===== src/rtl/lit_pkg.sv =====
package lit_pkg;
    localparam int XLEN    = 32;
    localparam int REG_W   = 4;
    localparam int OFF_W   = 8;

    localparam logic [3:0] NIB_IMM  = 4'hE;
    localparam logic [3:0] NIB_HALF = 4'h9;
    localparam logic [3:0] NIB_WORD = 4'hD;

    typedef enum logic [1:0] {
        K_IMM  = 2'd0,
        K_HALF = 2'd1,
        K_WORD = 2'd2,
        K_BAD  = 2'd3
    } op_kind_e;

    typedef struct packed {
        op_kind_e           kind;
        logic [REG_W-1:0]   rn;
        logic [OFF_W-1:0]   field;
    } dec_t;

    typedef enum logic [1:0] {
        ST_IDLE = 2'd0,
        ST_REQ  = 2'd1,
        ST_WAIT = 2'd2
    } ctl_state_e;

    function automatic logic [XLEN-1:0] sx8(input logic [7:0] v);
        return {{(XLEN-8){v[7]}}, v};
    endfunction

    function automatic logic [XLEN-1:0] sx16(input logic [15:0] v);
        return {{(XLEN-16){v[15]}}, v};
    endfunction
endpackage


===== src/rtl/lit_decode.sv =====
module lit_decode
    import lit_pkg::*;
(
    input  logic [15:0] code,
    output dec_t        dec
);
    always_comb begin
        dec.rn    = code[11:8];
        dec.field = code[7:0];
        unique case (code[15:12])
            NIB_IMM:  dec.kind = K_IMM;
            NIB_HALF: dec.kind = K_HALF;
            NIB_WORD: dec.kind = K_WORD;
            default:  dec.kind = K_BAD;
        endcase
    end
endmodule


===== src/rtl/lit_addr_gen.sv =====
module lit_addr_gen
    import lit_pkg::*;
#(
    parameter int AW         = XLEN,
    parameter int PC_AHEAD   = 4,
    parameter int SLOT_AHEAD = 2
) (
    input  logic [AW-1:0]    pc,
    input  logic             slot,
    input  logic             is_word,
    input  logic [OFF_W-1:0] disp,
    output logic [AW-1:0]    addr
);
    localparam logic [AW-1:0] AHEAD_N = AW'(PC_AHEAD);
    localparam logic [AW-1:0] AHEAD_S = AW'(SLOT_AHEAD);

    logic [AW-1:0] base;
    logic [AW-1:0] base_al;
    logic [AW-1:0] off;

    always_comb begin
        base    = pc + (slot ? AHEAD_S : AHEAD_N);
        base_al = is_word ? {base[AW-1:2], 2'b00} : base;
        off     = is_word ? {{(AW-OFF_W-2){1'b0}}, disp, 2'b00}
                          : {{(AW-OFF_W-1){1'b0}}, disp, 1'b0};
        addr    = base_al + off;
    end
endmodule


===== src/rtl/lit_ctrl.sv =====
module lit_ctrl
    import lit_pkg::*;
(
    input  logic             clk,
    input  logic             rst,
    input  logic             take,
    input  dec_t             dec,
    input  logic [XLEN-1:0]  addr_in,
    input  logic             req_ready,
    input  logic             rsp_valid,
    input  logic [XLEN-1:0]  rsp_data,
    output logic             busy,
    output logic             req_valid,
    output logic [XLEN-1:0]  req_addr,
    output logic             req_long,
    output logic             wb_we,
    output logic [REG_W-1:0] wb_idx,
    output logic [XLEN-1:0]  wb_data
);
    ctl_state_e       st_q;
    logic [REG_W-1:0] rn_q;
    logic [XLEN-1:0]  addr_q;
    logic             long_q;
    logic             load_go;

    assign load_go = take && (dec.kind == K_HALF || dec.kind == K_WORD);

    always_ff @(posedge clk) begin
        if (rst) begin
            st_q   <= ST_IDLE;
            rn_q   <= '0;
            addr_q <= '0;
            long_q <= 1'b0;
        end else begin
            unique case (st_q)
                ST_IDLE: if (load_go) begin
                    st_q   <= ST_REQ;
                    rn_q   <= dec.rn;
                    addr_q <= addr_in;
                    long_q <= (dec.kind == K_WORD);
                end
                ST_REQ:  if (req_ready) st_q <= ST_WAIT;
                ST_WAIT: if (rsp_valid) st_q <= ST_IDLE;
                default: st_q <= ST_IDLE;
            endcase
        end
    end

    assign busy      = (st_q != ST_IDLE);
    assign req_valid = (st_q == ST_REQ);
    assign req_addr  = addr_q;
    assign req_long  = long_q;

    always_comb begin
        wb_we   = 1'b0;
        wb_idx  = rn_q;
        wb_data = long_q ? rsp_data : sx16(rsp_data[15:0]);
        if (st_q == ST_WAIT && rsp_valid) begin
            wb_we = 1'b1;
        end else if (take && dec.kind == K_IMM) begin
            wb_we   = 1'b1;
            wb_idx  = dec.rn;
            wb_data = sx8(dec.field);
        end
    end
endmodule


===== src/rtl/lit_load_unit.sv =====
module lit_load_unit
    import lit_pkg::*;
#(
    parameter int PC_AHEAD   = 4,
    parameter int SLOT_AHEAD = 2
) (
    input  logic              clk,
    input  logic              rst,
    input  logic              op_valid,
    output logic              op_ready,
    input  logic [15:0]       op_code,
    input  logic [XLEN-1:0]   op_pc,
    input  logic              op_slot,
    output logic              illegal,
    output logic              busy,
    output logic              mem_req_valid,
    input  logic              mem_req_ready,
    output logic [XLEN-1:0]   mem_req_addr,
    output logic              mem_req_long,
    input  logic              mem_rsp_valid,
    input  logic [XLEN-1:0]   mem_rsp_data,
    output logic              rf_we,
    output logic [REG_W-1:0]  rf_waddr,
    output logic [XLEN-1:0]   rf_wdata
);
    dec_t            dec;
    logic [XLEN-1:0] lit_addr;
    logic            take;

    lit_decode u_dec (
        .code (op_code),
        .dec  (dec)
    );

    lit_addr_gen #(
        .AW         (XLEN),
        .PC_AHEAD   (PC_AHEAD),
        .SLOT_AHEAD (SLOT_AHEAD)
    ) u_agen (
        .pc      (op_pc),
        .slot    (op_slot),
        .is_word (dec.kind == K_WORD),
        .disp    (dec.field),
        .addr    (lit_addr)
    );

    assign op_ready = !busy;
    assign take     = op_valid && op_ready;
    assign illegal  = take && (dec.kind == K_BAD);

    lit_ctrl u_ctl (
        .clk       (clk),
        .rst       (rst),
        .take      (take),
        .dec       (dec),
        .addr_in   (lit_addr),
        .req_ready (mem_req_ready),
        .rsp_valid (mem_rsp_valid),
        .rsp_data  (mem_rsp_data),
        .busy      (busy),
        .req_valid (mem_req_valid),
        .req_addr  (mem_req_addr),
        .req_long  (mem_req_long),
        .wb_we     (rf_we),
        .wb_idx    (rf_waddr),
        .wb_data   (rf_wdata)
    );
endmodule


===== config.mk =====
export PLATFORM = sky130hd
export DESIGN_NAME = lit_load_unit
export DESIGN_NICKNAME = d
export VERILOG_FILES = /design/src/rtl/lit_pkg.sv /design/src/rtl/lit_decode.sv /design/src/rtl/lit_addr_gen.sv /design/src/rtl/lit_ctrl.sv /design/src/rtl/lit_load_unit.sv
export SDC_FILE = /design/constraint.sdc
export NUM_CORES = 1
export LEC_CHECK = 0
export BUFFER_PORTS_ARGS = -buffer_cell sky130_fd_sc_hd__buf_2
export CAP_MARGIN = 30
export CORE_ASPECT_RATIO = 0.5
export CORE_MARGIN = 4
export CORE_UTILIZATION = 54
export CTS_CLUSTER_SIZE = 8
export DETAILED_ROUTE_END_ITERATION = 16
export GPL_TIMING_DRIVEN = 0
export HOLD_SLACK_MARGIN = 0.06
export PLACE_DENSITY_LB_ADDON = 0.3
export SLEW_MARGIN = 20
export SYNTH_ARGS = -nofsm -noshare
export SYNTH_HDL_FRONTEND = slang
export SYNTH_HIERARCHICAL = 1
export SYNTH_SLANG_ARGS = --single-unit

===== constraint.sdc =====
create_clock -name clk -period 6.6 [get_ports clk]
set_input_delay 1.32 -clock clk [delete_from_list [all_inputs] [get_ports clk]]
set_output_delay 1.32 -clock clk [all_outputs]
set_load 0.1 [all_outputs]

* Yosys cells after proc, flatten, opt, wreduce, memory -nomap -nowiden
Cells that the tools add are included.
Word-level totals: register bits 39, word-level logic and storage cells 44
Operators by class: reduce and logical (&&, ||, !) cells 12, mux-type cells 15, equal/unequal tests 11, $add $sub $neg 2
Operators by type and width (number):
- 2-to-1 mux 32 bit | 3
- adder 32 x 10 -> 32 bit | 1
- adder 32 x 3 -> 32 bit | 1
- == test 4 bit, second input constant | 3
- one-hot mux 2 bit (3 select lines) | 2
- 2-to-1 mux 10 bit | 1
- 2-to-1 mux 2 bit | 4
- 2-to-1 mux 4 bit | 2
- == test 2 bit, second input constant | 3
- logical AND 1 bit | 5
- == test 2 x 1 -> 1 bit, second input constant | 2
- zero test 2 bit | 2
- != test 2 x 1 -> 1 bit, second input constant | 2
- 2-to-1 mux 3 bit | 1
- AND reduction 3 bit | 1
- 2-to-1 mux 1 bit | 2
- != test 2 bit, second input constant | 1
- AND reduction 2 bit | 1
- nonzero test 2 bit | 1
- zero test 1 bit | 1
- logical OR 1 bit | 1

* Longest topological paths before layout
Gate-level depths: netlist (run 1).
depth in word-level cells 7, depth in mapped cells 18

* Modules after synthesis
The synthesis (run 1) kept the hierarchy.
By module, submodules not included:
- lit_ctrl | cells each 244, area each 1936.9 um^2, times used 1, sequential area each 780.7 um^2
- lit_addr_gen | cells each 257, area each 1910.6 um^2, times used 1, sequential area each 0.0 um^2
- lit_decode | cells each 17, area each 125.1 um^2, times used 1, sequential area each 0.0 um^2
- lit_load_unit | cells each 4, area each 28.8 um^2, times used 1, sequential area each 0.0 um^2

* Worst setup path before layout (run 1)
OpenSTA, ideal clock, no wires.
path type in2out, from input op_code[14], to output rf_wdata[21], stages on the path 8, setup slack 1528 ps, data required time 5280 ps, arrival time 3752 ps, buffers on the path 1, path through and3b_1 -> o21ai_1 -> inv_1 -> ha_1 -> nand2_1 -> nor3_4 -> buf_6 -> a21oi_1
RTL lines:
- start: declaration | line lit_load_unit.sv:11 | input logic [15:0] op_code,
- end: declaration | line lit_load_unit.sv:24 | output logic [XLEN-1:0] rf_wdata

==> results.py, run 1 <==
metrics = {
    "power_and_ir_drop": {
        "irDropWorstVdd_uv": 118,
        "switching_share": 0.423,
        "intPower_mw": 0.547,
        "clkPwrFrac": 0.292,
        "pwr-share-seq": 0.267,
        "power_density_mw_per_mm2": 189,
        "p_switching_mw": 0.400,
        "fin_total_pwr_mw": 0.947,
        "cellLeakagePower_nw": 2.26,
        "power_frac_comb": 0.441,
    },
    "placement": {
        "pre_cts_ws_ps": 1180,
        "dpl_cell_area_mm2": 0.00483,
        "place_congestion": 0.916,
        "port_buffers": 142,
        "dp_hpwl_um": 9200,
    },
    "floorplanning": {
        "core_area_mm2": 0.00694,
        "dieArea_mm2": 0.00893,
        "num_io_pins": 160,
        "die_h_um": 68.9,
        "fp.dieW_um": 130,
        "initial_core_util": 0.577,
        "num_rows": 21,
    },
    "drt": {
        "via_per_inst": 5.52,
        "ant_nets": 0,
        "routedWlPerCell_um": 15.0,
        "drc_errors": 0,
        "wirelength_um": 11500,
        "num_vias": 4218,
        "drtPass1Iterations": 4,
        "drtIter0Drc": 261,
    },
    "clocking": {
        "cts_hold_buffers": 0,
        "cts.clk_slew.worst_paths_ps": 60,
        "cts.sinks": 39,
        "cts_made_buffers": 5,
        "cts_tree": "built",
        "cts_buffer_depth": 2,
        "htreeDepth": 2,
        "worstSkewPairLatency_ps": 280,
        "root_buffer": "clkbuf_16",
        "cts_resized": 0,
        "postCtsSetupRepairBufs": 0,
    },
    "synth": {
        "netlist_area_mm2": 0.00400,
        "synth_top_area_cell": "dfxtp_1",
        "synth_top_cell_area_share": 0.195,
        "synth_flop_cell": "dfxtp_1",
        "synth_cells": 522,
        "synth_cell_types": 70,
        "ys_seq_elements": 39,
        "synth-edff-count": 0,
        "synthMostInstantiatedCell": "nand2_1",
        "syn_avg_cell_area_um2": 7.67,
        "syn_nets": 623,
        "synth_warnings": 6,
        "yosys-top-cells-count": "112 x nand2_1, 67 x a21oi_1, 39 x dfxtp_1, 33 x xnor2_1, 18 x nor2_1",
        "yosys-top-cells-area": "dfxtp_1 20%, nand2_1 11%, a21oi_1 8.4%, xnor2_1 7.2%, mux2_2 4.5%",
        "async_flop_share": 0,
        "yosysSeqAreaShare": 0.195,
    },
    "critical_path": {
        "cp.buffers_inverters": 3,
        "critPathMaxFanout": 10,
        "crit_required_ps": 6810,
        "cp-start-kind": "input port",
        "cp_slowest_stage_delay_ps": 520,
        "arrival_ps": 5340,
        "crit_slowest_cell": "or4_1",
        "crit_path_end_kind": "flop",
        "crit_chain": "buf_2 > and3b_1 > o21ai_1 > nor2b_1 > clkbuf_1 > mux2i_1 > fa_1 > nor2b_1 > o2111ai_1 > a21boi_0 > o211ai_2 > or3_1 > buf_6 > or4_1 > o2111ai_1 > nand2_1 > a21oi_1",
        "crit_type": "in -> reg",
        "crit_family": "simple AND/OR/NAND/NOR gates",
    },
    "sta": {
        "setup_tns_ps": 0,
        "tightest_slew_ps": 886,
        "setup_viol": 0,
        "rsz0062_at_grt": "false",
        "hold_ws_ps": 452,
        "fmax_ghz": 0.195,
        "slew_headroom": 0.405,
        "report.final.hold_viol_count": 0,
        "min_period_ps": 5130,
        "finalMaxSlewViolations": 0,
        "fin_ws_ps": 1470,
        "period_share": 0.777,
        "skew_ps": 6.99,
    },
    "global_route": {
        "antenna_found_initial": 0,
        "grt_pass1_vias": 3939,
        "overflow": 0,
        "grt_pass1_wl_um": 17900,
        "grt_use_total": 0.245,
        "grt_max_degree": 13,
    },
    "final_layout": {
        "antenna_cells": 0,
        "final_nets": 772,
        "area_delta_synth_final_pct": 25.0,
        "fin_area_mm2": 0.00500,
        "drive_above_1_share": 0.342,
        "n_fill_cell": 597,
    },
    "job": {
        "cap_violations": 0,
    },
    "hold_path": {
        "hold_path_class": "reg -> reg",
    },
    "outcome": {
        "status": "completed",
    },
}
-- worst reg2reg max path, stage by stage, from the launching register on --
cell	delay, ps
dfxtp_1	380
or2_2	370
and2b_2	270
and4bb_1	220
buf_6	160
buf_6	160
nand2_1	70
a21oi_1	130
-- per-layer routing --
metal / up-vias / track usage / routed length, um
li1: 2109 / - / -
met1: 1972 / 0.299 / 4910
met2: 123 / 0.468 / 5670
met3: 14 / 0.0408 / 773
met4: 0 / 0.0427 / 117
met5: - / 0 / 0
-- state kept, by name, summed over array words and instances (netlist names) --
name and count:
u_ctl/st_q 2, u_ctl/req_long 1, u_ctl/req_addr 32, u_ctl/rn_q 4
-- path summary, 6_finish.rpt --
path,cells after the start,start,slack (ps),end
worst min-delay path,2,u_ctl/req_addr[5],450,u_ctl/req_addr[5]
worst max register to register,7,u_ctl/st_q[1],4790,u_ctl/req_addr[1]
worst min register to register,2,u_ctl/req_addr[5],450,u_ctl/req_addr[5]
worst max-delay path,17,op_code[14],1470,u_ctl/req_addr[25]
-- power groups by stage --
stage	Clock (mW)	Combinational (mW)	Sequential, mW
after detailed placement	0	0.416	0.258
after global placement	0	0.412	0.257
after floorplan	0	0.261	0.327
after CTS	0.282	0.418	0.253
final	0.277	0.418	0.253
after global routing	0.293	0.444	0.254
-- cell type report --
cell class              instances  area [um2]  share of cell area
multi-input cells             428        2870               0.575
plain buffers                  42         298              0.0595
clock inverters                 2        35.0             0.00701
inverters                      13        48.8             0.00976
well taps                      92         115              0.0230
repair buffers                142         711               0.142
clock buffers                   6         139              0.0278
flip-flops and latches         39         781               0.156
-- through the flow --
step,std cells,util
floorplan,522,-
global placement,756,0.696
detailed placement,756,0.696
CTS,764,0.721
global route,764,0.721
finish,764,0.721
-- kinds of logic after synthesis --
| group | count (synthesis) | share of synthesized area |
|---|---|---|
| adder cells (fa/ha/maj) | 15 | 0.0507 |
| multiplexers | 20 | 0.0563 |
| buffers and inverters | 55 | 0.0866 |
| flip-flops | 39 | 0.195 |
| AND/OR/NAND/NOR | 226 | 0.319 |
| XOR/XNOR | 48 | 0.107 |
| AO/OA/AOI/OAI | 119 | 0.185 |
-- cell usage in the layout, fill, tap and decap left out, drive strengths merged, types with 2 or more instances in the layout --
| master | Yosys | routed |
|---|---|---|
| a211oi | 2 | 2 |
| a21o | 17 | 17 |
| a21oi | 68 | 68 |
| a311oi | 2 | 2 |
| a31o | 2 | 2 |
| a31oi | 5 | 5 |
| and2 | 6 | 6 |
| and3 | 6 | 6 |
| and3b | 2 | 2 |
| and4 | 2 | 2 |
| and4b | 2 | 2 |
| buf | 32 | 174 |
| clkbuf | 10 | 16 |
| dfxtp | 39 | 39 |
| fa | 2 | 2 |
| ha | 13 | 13 |
| inv | 13 | 13 |
| mux2 | 17 | 17 |
| mux2i | 3 | 3 |
| nand2 | 113 | 113 |
| nand2b | 3 | 3 |
| nand3 | 17 | 17 |
| nand3b | 5 | 5 |
| nand4 | 11 | 11 |
| nor2 | 19 | 19 |
| nor2b | 12 | 12 |
| nor3 | 5 | 5 |
| nor4 | 9 | 9 |
| nor4b | 2 | 2 |
| o2111ai | 2 | 2 |
| o211a | 2 | 2 |
| o211ai | 3 | 3 |
| o21a | 2 | 2 |
| o21ai | 8 | 8 |
| or2 | 2 | 2 |
| or3 | 4 | 4 |
| xnor2 | 33 | 33 |
| xor2 | 15 | 15 |
Power figures use the tool's default switching activity.
==> inputs of run 2 (changes only) <==
Settings changed: CORE_UTILIZATION 54 to 50.
Clock period 6.6 ns to 5.2 ns, I/O delays scaled along.
==> results.py, run 2 (synthesis gave the netlist of run 1 again) <==
metrics = {
    "outcome": {
        "status": "completed",
    },
    "critical_path": {
        "crit_chain": "buf_2 > ha_1 > inv_1 > fa_1 > and4b_1 > buf_4 > nand2_1 > xnor2_1 > ha_1 > and3_1 > a21boi_0 > o211ai_2 > or3_1 > buf_6 > or4_1 > o2111ai_1 > nand2_1 > a21oi_1",
        "cp.buffers_inverters": 4,
        "crit_required_ps": 5400,
        "crit_path_end_kind": "flop",
        "cp-start-kind": "input port",
        "crit_slowest_cell": "or4_1",
        "critPathMaxFanout": 8,
        "crit_family": "simple AND/OR/NAND/NOR gates",
        "arrival_ps": 5010,
        "cp_slowest_stage_delay_ps": 510,
        "crit_type": "in -> reg",
    },
    "placement": {
        "port_buffers": 142,
        "place_congestion": 0.926,
        "dp_cells": 772,
        "dp_hpwl_um": 9150,
    },
    "final_layout": {
        "final_nets": 772,
        "multi_input_area_mm2": 0.00287,
        "fin_cells": 780,
        "mostFrequentLayoutCells": "149 x buf_2, 112 x nand2_1, 67 x a21oi_1",
        "n_fill_cell": 705,
        "drive_above_1_share": 0.341,
        "seqCellArea_um2": 781,
        "largest_reg_flops": 32,
        "antenna_cells": 0,
        "layout_commonest_cell": "buf_2",
        "area_delta_synth_final_pct": 24.6,
    },
    "floorplanning": {
        "num_rows": 22,
        "die_h_um": 71.3,
        "initial_core_util": 0.531,
        "num_io_pins": 160,
        "dieArea_mm2": 0.00958,
        "core_area_mm2": 0.00754,
        "fp.dieW_um": 135,
    },
    "clocking": {
        "cts_hold_buffers": 0,
        "worstSkewPairLatency_ps": 270,
        "cts.clk_slew.worst_paths_ps": 50,
        "root_buffer": "clkbuf_16",
        "postCtsSetupRepairBufs": 0,
        "cts.sinks": 39,
        "cts_buffer_depth": 2,
        "cts_tree": "built",
        "htreeDepth": 2,
        "cts_made_buffers": 5,
    },
    "drt": {
        "via_per_inst": 5.37,
        "drc_errors": 0,
        "routedWlPerCell_um": 14.3,
        "wl_met1_um": 5060,
        "routed.top_layer": "met4",
        "drtIter0Drc": 218,
        "wirelength_um": 11100,
        "wl_met3_um": 766,
        "drtPass1Iterations": 4,
        "num_vias": 4187,
        "route.met2.wl_um": 5260,
        "ant_nets": 0,
    },
    "sta": {
        "rsz0062_at_grt": "false",
        "skew_ps": 2.28,
        "fmax_ghz": 0.208,
        "period_share": 0.925,
        "report.final.hold_viol_count": 0,
        "min_period_ps": 4810,
        "finalMaxSlewViolations": 0,
        "slew_headroom": 0.385,
        "setup_viol": 0,
        "tightest_slew_ps": 915,
        "setup_tns_ps": 0,
    },
    "global_route": {
        "grt_use_total": 0.224,
        "antenna_found_initial": 0,
        "grt_max_degree": 12,
        "overflow": 0,
        "grt_pass1_vias": 3793,
        "grt_pass1_wl_um": 18000,
    },
    "job": {
        "cap_violations": 0,
    },
    "hold_path": {
        "hold_path_class": "reg -> reg",
    },
    "power_and_ir_drop": {
        "power_density_mw_per_mm2": 227,
        "cellLeakagePower_nw": 2.24,
        "irDropWorstVdd_uv": 142,
    },
}
[run 2: changes by cell type in the layout (fill, tap and decap cells not counted)]
| cell | before | now |
|---|---|---|
| clkbuf_1 | 10 | 11 |
| clkbuf_8 | 1 | 0 |
| bufinv_16 | 1 | 0 |
| clkbuf_2 | 0 | 1 |
[run 2: final timing paths]
check / start / to / slack (ps) / depth (start not counted)
max: op_slot / u_ctl/req_addr[25] / 390 / 18
min: u_ctl/req_addr[27] / u_ctl/req_addr[27] / 450 / 2
max reg2reg: u_ctl/st_q[1] / u_ctl/req_addr[19] / 3390 / 7
min reg2reg: u_ctl/req_addr[27] / u_ctl/req_addr[27] / 450 / 2
[run 2: tightest hold or removal path, cell delays in order (launching register included)]
cell and delay (ps):
dfxtp_1 300, nand2_1 50, a21oi_1 50
[run 2: repair_timing]
action	4_1_cts	5_1_grt
hold endpoints to repair	0	0
setup endpoints to repair	0	7
gates resized for setup	0	2
[run 2: per-layer routing]
metal	global-route usage	up-vias
met3	0.0386	6
met4	0.0316	0
met1	0.301	1944
met2	0.392	129
li1	-	2108
met5	0	-
[run 2: final cells by class]
cell class	count	share of cell area
multi-input combinational	428	0.576
clock buffer	7	0.0266
inverter	13	0.00979
clock inverter	1	0.00100
tap	108	0.0271
timing repair buffer	142	0.143
sequential	39	0.157
buffer	42	0.0600
[run 2: per-stage QoR]
stage	hold slack (ps)	total power, mW	area (um2)	utilization	worst slack, ps
6_report	450	1.13	4990	0.661	390
5_1_grt	464	1.19	4990	0.661	69.8
4_1_cts	451	1.14	4980	0.661	307
3_5_place_dp	443	0.854	4850	0.643	30.2
3_3_place_gp	440	0.848	4850	0.643	126
2_1_floorplan	434	0.747	4000	-	673
[run 2: where the power goes]
group          internal [mW]  leakage (nW)  switching (mW)
sequential             0.313         0.316         0.00726
clock                  0.177        0.0679           0.108
combinational          0.143          1.86           0.385
total                  0.633          2.24           0.500
